==> config.mk <==
export PLATFORM = sky130hd
export DESIGN_NAME = ovl_switch_box
export DESIGN_NICKNAME = d
export VERILOG_FILES = /design/src/rtl/ovl_sbox_pkg.sv /design/src/rtl/sbox_cfg_chain.sv /design/src/rtl/sbox_track.sv /design/src/rtl/ovl_switch_box.sv
export SDC_FILE = /design/constraint.sdc
export NUM_CORES = 1
export LEC_CHECK = 0
export BUFFER_PORTS_ARGS = -buffer_cell sky130_fd_sc_hd__clkbuf_2
export CORE_ASPECT_RATIO = 0.9
export CORE_MARGIN = 10
export CORE_UTILIZATION = 53
export CTS_CLUSTER_SIZE = 25
export DETAILED_ROUTE_END_ITERATION = 12
export PLACE_DENSITY_LB_ADDON = 0.2
export SLEW_MARGIN = 25
export SYNTH_ARGS = -nofsm -noshare
export SYNTH_HDL_FRONTEND = slang
export SYNTH_SLANG_ARGS = --single-unit
==> constraint.sdc <==
create_clock -name clk_i -period 1.8 [get_ports clk_i]
set_input_delay 0.09 -clock clk_i [delete_from_list [all_inputs] [get_ports clk_i]]
set_output_delay 0.09 -clock clk_i [all_outputs]
set_load 0.005 [all_outputs]
==> src/rtl/ovl_sbox_pkg.sv <==
package ovl_sbox_pkg;
  typedef enum logic [1:0] {
    SIDE_N = 2'd0,
    SIDE_E = 2'd1,
    SIDE_S = 2'd2,
    SIDE_W = 2'd3
  } side_e;

  localparam int unsigned NUM_SIDES = 4;
  // three foreign sides plus the local compute output
  localparam int unsigned NUM_SRC   = NUM_SIDES;

  function automatic int unsigned src_side(input int unsigned out_side, input int unsigned code);
    return (out_side + code) % NUM_SIDES;
  endfunction
endpackage

==> src/rtl/sbox_cfg_chain.sv <==
module sbox_cfg_chain #(
  parameter int unsigned NUM_FIELDS = 16,
  parameter int unsigned SEL_W      = 3,
  localparam int unsigned CFG_BITS  = NUM_FIELDS * SEL_W
) (
  input  logic                clk_i,
  input  logic                rst_ni,
  input  logic                cfg_en_i,
  input  logic                cfg_di_i,
  output logic                cfg_do_o,
  output logic [CFG_BITS-1:0] sel_o
);
  logic [CFG_BITS-1:0] chain_q;

  always_ff @(posedge clk_i or negedge rst_ni) begin
    if (!rst_ni)       chain_q <= '0;
    else if (cfg_en_i) chain_q <= {chain_q[CFG_BITS-2:0], cfg_di_i};
  end

  assign sel_o    = chain_q;
  assign cfg_do_o = chain_q[CFG_BITS-1];

  p_shift_in_r6: assert property (@(posedge clk_i) disable iff (!rst_ni)
    cfg_en_i |=> chain_q[0] == $past(cfg_di_i));

  p_hold_r7: assert property (@(posedge clk_i) disable iff (!rst_ni)
    !cfg_en_i |=> $stable(chain_q));
endmodule

==> src/rtl/sbox_track.sv <==
module sbox_track #(
  parameter int unsigned TRACK_W = 16,
  parameter int unsigned SEL_W   = 3,
  parameter int unsigned NUM_SRC = 4
) (
  input  logic                       clk_i,
  input  logic                       rst_ni,
  input  logic                       cfg_en_i,
  input  logic [SEL_W-1:0]           sel_i,
  input  logic [NUM_SRC*TRACK_W-1:0] src_i,
  output logic [TRACK_W-1:0]         q_o
);
  logic [TRACK_W-1:0] nxt;

  // code k+1 picks source k, anything else leaves the track unused
  always_comb begin
    nxt = '0;
    for (int unsigned k = 0; k < NUM_SRC; k++) begin
      if (sel_i == SEL_W'(k + 1)) nxt = src_i[k*TRACK_W +: TRACK_W];
    end
  end

  always_ff @(posedge clk_i or negedge rst_ni) begin
    if (!rst_ni)       q_o <= '0;
    else if (cfg_en_i) q_o <= '0;
    else               q_o <= nxt;
  end

  p_clear_r5: assert property (@(posedge clk_i) disable iff (!rst_ni)
    cfg_en_i |=> q_o == '0);

  p_unused_r3: assert property (@(posedge clk_i) disable iff (!rst_ni)
    (!cfg_en_i && (sel_i == '0 || sel_i > SEL_W'(NUM_SRC))) |=> q_o == '0);

  p_cu_pass_r2: assert property (@(posedge clk_i) disable iff (!rst_ni)
    (!cfg_en_i && sel_i == SEL_W'(NUM_SRC))
      |=> q_o == $past(src_i[(NUM_SRC-1)*TRACK_W +: TRACK_W]));

  p_first_src_r1: assert property (@(posedge clk_i) disable iff (!rst_ni)
    (!cfg_en_i && sel_i == SEL_W'(1)) |=> q_o == $past(src_i[TRACK_W-1:0]));
endmodule

==> src/rtl/ovl_switch_box.sv <==
module ovl_switch_box
  import ovl_sbox_pkg::*;
#(
  parameter int unsigned NUM_TRACKS = 4,
  parameter int unsigned TRACK_W    = 16,
  localparam int unsigned SEL_W      = $clog2(NUM_SRC + 1),
  localparam int unsigned NUM_FIELDS = NUM_SIDES * NUM_TRACKS,
  localparam int unsigned CFG_BITS   = NUM_FIELDS * SEL_W,
  localparam int unsigned BUS_W      = NUM_FIELDS * TRACK_W
) (
  input  logic               clk_i,
  input  logic               rst_ni,
  input  logic               cfg_en_i,
  input  logic               cfg_di_i,
  output logic               cfg_do_o,
  input  logic [TRACK_W-1:0] cu_i,
  input  logic [BUS_W-1:0]   trk_i,
  output logic [BUS_W-1:0]   trk_o
);
  logic [CFG_BITS-1:0] sel;

  sbox_cfg_chain #(
    .NUM_FIELDS(NUM_FIELDS),
    .SEL_W     (SEL_W)
  ) u_chain (
    .clk_i   (clk_i),
    .rst_ni  (rst_ni),
    .cfg_en_i(cfg_en_i),
    .cfg_di_i(cfg_di_i),
    .cfg_do_o(cfg_do_o),
    .sel_o   (sel)
  );

  for (genvar s = 0; s < NUM_SIDES; s++) begin : g_side
    for (genvar t = 0; t < NUM_TRACKS; t++) begin : g_trk
      localparam int unsigned FLD = s * NUM_TRACKS + t;
      logic [NUM_SRC*TRACK_W-1:0] src;

      for (genvar k = 0; k < NUM_SRC - 1; k++) begin : g_src
        localparam int unsigned SIDE = src_side(s, k + 1);
        assign src[k*TRACK_W +: TRACK_W] = trk_i[(SIDE*NUM_TRACKS + t)*TRACK_W +: TRACK_W];
      end
      assign src[(NUM_SRC-1)*TRACK_W +: TRACK_W] = cu_i;

      sbox_track #(
        .TRACK_W(TRACK_W),
        .SEL_W  (SEL_W),
        .NUM_SRC(NUM_SRC)
      ) u_track (
        .clk_i   (clk_i),
        .rst_ni  (rst_ni),
        .cfg_en_i(cfg_en_i),
        .sel_i   (sel[FLD*SEL_W +: SEL_W]),
        .src_i   (src),
        .q_o     (trk_o[FLD*TRACK_W +: TRACK_W])
      );
    end
  end

  p_cfg_out_r6: assert property (@(posedge clk_i) disable iff (!rst_ni)
    !cfg_en_i |=> $stable(cfg_do_o));
endmodule

* Word-level counts from Yosys, hierarchy flattened
Cells that the tools add are included.
** Operators by class
- Equality and inequality tests :: 64
- Mux-type cells :: 80
** Operators with widths (number)
- $mux 16 :: 80
- $eq 3x2->1 const B :: 32
- $eq 3x1->1 const B :: 16
- $eq 3x3->1 const B :: 16
** Word-level totals
- Flip-flop bits (word level) :: 304
- Input port bits :: 276
- Output and inout port bits :: 257
- Logic and storage cells :: 161

* Logic depth before layout (Yosys ltp)
- Depth in word-level cells :: 6
- Mapped depth :: 6
- Gate-level depth less buffers :: 3

* By module
From an unflattened synthesis, not the netlist that was laid out.
** Unflattened totals
- Cell total of the unflattened synthesis :: 1894
- Area, all modules :: 18624.1 um^2
** By module, submodules not included
- sbox_track :: instances 16, cells each 112, area an instance 1047.3 um^2, seq. area each 400.4 um^2
- sbox_cfg_chain :: instances 1, cells each 102, area an instance 1868.0 um^2, seq. area each 1201.2 um^2

* Worst setup path after synthesis
OpenSTA, ideal clock, no wires.
- Kind :: register to register
- Start point :: reg u_chain.chain_q[31], in the netlist u_chain.sel_o[31]
- End point :: reg g_side[2].g_trk[2].u_track.q_o[6]
- Setup time :: 0.127 ns
- Arrival :: 1.245 ns
- Required time :: 1.673 ns
- Path slack :: 0.428 ns
- Cell stages (with the launch flop) :: 7
- Buffers on the path :: 3
- Clock period less this slack :: 1.372 ns
- Path through :: dfrtp_1 > buf_6 > or3b_1 > buf_6 > buf_12 > nor2_4 > a211oi_2
** On the way
- Cells in the longest elaborated chain, start to end :: 6
- Elaborated cells between the ends (all ways) :: 9
- Classes of those cells :: 4 x eq/ne; 5 x mux
** Ends and longest elaborated chain
- start, declared :: RTL line sbox_cfg_chain.sv:13 : logic [CFG_BITS-1:0] chain_q;
- start signal, assigned :: RTL line sbox_cfg_chain.sv:17 : else if (cfg_en_i) chain_q <= {chain_q[CFG_BITS-2:0], cfg_di_i};
- $eq 3x1->1 :: RTL line sbox_track.sv:19 : if (sel_i == SEL_W'(k + 1)) nxt = src_i[k*TRACK_W +: TRACK_W];
- $mux 16 (3 in series) :: RTL line sbox_track.sv:19
- $mux 16 * :: RTL line sbox_track.sv:19
- $mux 16 * :: RTL line sbox_track.sv:25 : else if (cfg_en_i) q_o <= '0;
- end signal, assigned :: RTL line sbox_track.sv:26 : else q_o <= nxt;
- end, declared :: RTL line sbox_track.sv:11 : output logic [TRACK_W-1:0] q_o
Every way passes the cells marked *; elsewhere a longest branch is shown, timed or not.
A chain may end at the register's enable or synchronous reset.

* Worst setup path in the final report
- Start point :: reg u_chain.chain_q[4], in the netlist u_chain.sel_o[4]
- End point :: reg g_side[0].g_trk[1].u_track.q_o[12]
** On the way
- Cells in the longest elaborated chain, start to end :: 6
- Elaborated cells between the ends (all ways) :: 9
- Classes of those cells :: 4 x eq/ne; 5 x mux
** Ends and longest elaborated chain (RTL line)
- $eq 3x1->1 :: sbox_track.sv:19
- $mux 16 (3 in series) :: sbox_track.sv:19
- $mux 16 * :: sbox_track.sv:19
- $mux 16 * :: sbox_track.sv:25
- end signal, assigned :: sbox_track.sv:26
- end, declared :: sbox_track.sv:11
Marks and branches as above.

==> flow_metrics.env <==
export IMPL_status="finished, final reports clean"
export IMPL_layout_drive_gt1_share=0.439
export IMPL_row_count=64
export IMPL_hold_viol_final=0
export IMPL_cts_tree="done"
export IMPL_setup_violations=0
export IMPL_r2r_end="g_side[0].g_trk[1].u_track.q_o[12]"
export IMPL_min_path_cells=3
export IMPL_cts_path_max_buffers=3
export IMPL_crit_family="buffers and inverters"
export IMPL_insertion_delay_ns=0.53
export IMPL_synth_warning_count=0
export IMPL_initial_core_util=0.537
export IMPL_worstSetupEndpoint="g_side[0].g_trk[1].u_track.q_o[12]"
export IMPL_die_h_um=196
export IMPL_fin_cells=2936
export IMPL_port_buffer_count=532
export IMPL_cts_made_buffers=36
export IMPL_fp_dieArea_sq_um=42400
export IMPL_cp_max_fo=11
export IMPL_dp_cells=2601
export IMPL_p_leak_nw=11.2
export IMPL_ant_nets=0
export IMPL_drtIter0Drc=2023
export IMPL_root_buffer="clkbuf_16"
export IMPL_area_growth_pct=37.1
export IMPL_grt_util_all_layers=0.380
export IMPL_endpoint_kind="flip-flop"
export IMPL_cpMaxStageDelayCell="dlygate4sd3_1"
export IMPL_coreArea_sq_um=34000
export IMPL_power_density_nw_per_um2=1410
export IMPL_r2r_slack_ns=0.05
export IMPL_worstPathArrival_ns=2.14
export IMPL_fin_nets=2726
export IMPL_dp_hpwl_um=56400
export IMPL_ys_seq_elements=304
export IMPL_cp_depth=4
export IMPL_final_cell_mix="530 x clkbuf_2, 304 x dfrtp_1, 273 x dlygate4sd3_1"
export IMPL_fp_dieW_um=216
export IMPL_synth_cells=1703
export IMPL_synth_top_area_frac=0.416
export IMPL_grt_pass1_vias=19700
export IMPL_final_common_cell="clkbuf_2"
export IMPL_fillers=2402
export IMPL_clkSlewWorstSetupHoldPaths_ns=0.07
export IMPL_ys_types=34
export IMPL_rsz0062_at_grt="false"
export IMPL_holdWs_ns=0.0131
export IMPL_overflow=0
export IMPL_p_total_mw=35.3
export IMPL_cp_cell_sequence="buf_4 > mux2i_1 > dlygate4sd3_1 > o22ai_1"
export IMPL_setup_tns_ns=0
export IMPL_r2r_start="u_chain.sel_o[4]"
export IMPL_r2r_worst_path_cells=4
export IMPL_grt_max_degree=77
export IMPL_maxSlewHeadroom=0.398
export IMPL_synth_cell_area_sq_um=18300
export IMPL_grt_pass1_wl_um=125000
export IMPL_fmax_ghz=0.571
export IMPL_utilization=0.737
export IMPL_layout_min_cycle_time_ns=1.75
export IMPL_drc=0
export IMPL_place_gp_congestion=0.978
export IMPL_wl_um=83600
export IMPL_crit_start="u_chain.sel_o[4]"
export IMPL_crit_type="flip-flop to flip-flop"
export IMPL_wl_per_cell_um=28.5
export IMPL_dr_pass1_iters=6
export IMPL_crit_path_start_kind="flip-flop"
export IMPL_cp_required_ns=2.19
export IMPL_finalCritPeriodShare=0.973
export IMPL_hold_path_class="primary input to flip-flop"
export IMPL_path_buf_inv=2
export IMPL_peakVddDrop_uv=847
export IMPL_antenna_found_initial=1
export IMPL_max_cap_violations=0
export IMPL_slew_viol_final=0
export IMPL_clock_sinks=304
export IMPL_synth_top_cell_by_area="dfrtp_1"
export IMPL_syn_nets=1979
export IMPL_ys_seq_area_frac=0.416
export IMPL_num_vias=19000
export IMPL_io_pins=533
export IMPL_cts_max_level=2
export IMPL_slowest_delay_ns=0.57
export IMPL_via_per_inst=6.46
export IMPL_synth_area_per_cell_sq_um=10.7
export IMPL_finClkSkew_ns=0.0139
export IMPL_ys_top_cells_by_area="dfrtp_1 42%, mux2_2 11%, mux2i_1 6.1%"
export IMPL_worst_slew_pin_slew_ns=0.903
final cells by class:
type	count	area (sq um)	area share
multi-input cells	1185	9240	0.369
flip-flops and latches	304	7610	0.303
repair buffers	916	6400	0.255
clock buffers	47	1040	0.0416
well taps	462	578	0.0231
clock inverters	14	175	0.00699
inverters	7	26.3	0.00105
diodes	1	2.50	0.0000998
worst register-to-register path: stages (launching register included):
cell           delay [ns]
dfrtp_1              0.38
buf_4                0.28
mux2i_1              0.26
dlygate4sd3_1        0.57
o22ai_1              0.11
state kept, by name, indices dropped and copies added, names as in the netlist:
| register | cells |
|---|---|
| u_chain.sel_o | 48 |
| g_side.g_trk.u_track.q_o | 256 |
metrics by stage:
step	area (sq um)	worst slack [ns]
2_1_floorplan	18300	0.428
3_5_place_dp	21100	0.169
3_3_place_gp	21100	0.218
4_1_cts	25000	0.0501
6_report	25100	0.0491
5_1_grt	25100	0.0105
cell usage after synthesis (all sizes together):
cell    number
a211oi     138
a21oi        1
a221oi       6
a22oi      111
a31oi      139
and2b        6
buf        164
clkbuf      43
clkinv       1
dfrtp      304
inv          6
mux2       186
mux2i      111
nand2      153
nor2       154
nor2b       30
nor3         6
nor3b        9
nor4bb       1
o21ai        7
o22ai      111
or2          7
or3b         9
kinds of logic (layout without fill, tap and decap cells):
logic type,after synthesis,in the layout,synth area share
AO/OA/AOI/OAI,513,513,0.217
AND/OR/NAND/NOR,375,375,0.113
flip-flops,304,304,0.416
multiplexers,297,297,0.175
buffers and inverters,214,984,0.0793
other,0,1,0
timing repair:
action / CTS / global route
setup endpoints to repair: 0 / 8
hold endpoints to repair: 533 / 0
hold buffers: 273 / 0
buffers inserted: 0 / 0
gates resized for setup: 0 / 6
worst min-delay path by stage:
stage / startpoint / to / slack [ns]
2_1_floorplan: rst_ni / g_side[0].g_trk[0].u_track.q_o[0] / -0.21
6_report: trk_i[253] / g_side[1].g_trk[3].u_track.q_o[13] / 0.01
5_1_grt: trk_i[241] / g_side[1].g_trk[3].u_track.q_o[1] / 0.02
3_3_place_gp: rst_ni / g_side[3].g_trk[1].u_track.q_o[9] / 0.01
4_1_cts: trk_i[253] / g_side[1].g_trk[3].u_track.q_o[13] / 0.0007
3_5_place_dp: rst_ni / g_side[3].g_trk[1].u_track.q_o[9] / 0.02
routing by layer:
metal  track usage  vias to the layer above  wire length, um
li1              -                     7829                -
met1         0.452                     9092            30000
met2         0.609                     1640            38900
met3         0.107                      413             9570
met4         0.215                        0             5230
met5             0                        -                0
where the power goes:
group	internal, mW	switching, mW	leakage (nW)
sequential	8.94	1.51	4.11
combinational	7.56	9.60	6.49
clock	4.64	3.06	0.604
Power figures use the tool's default switching activity.
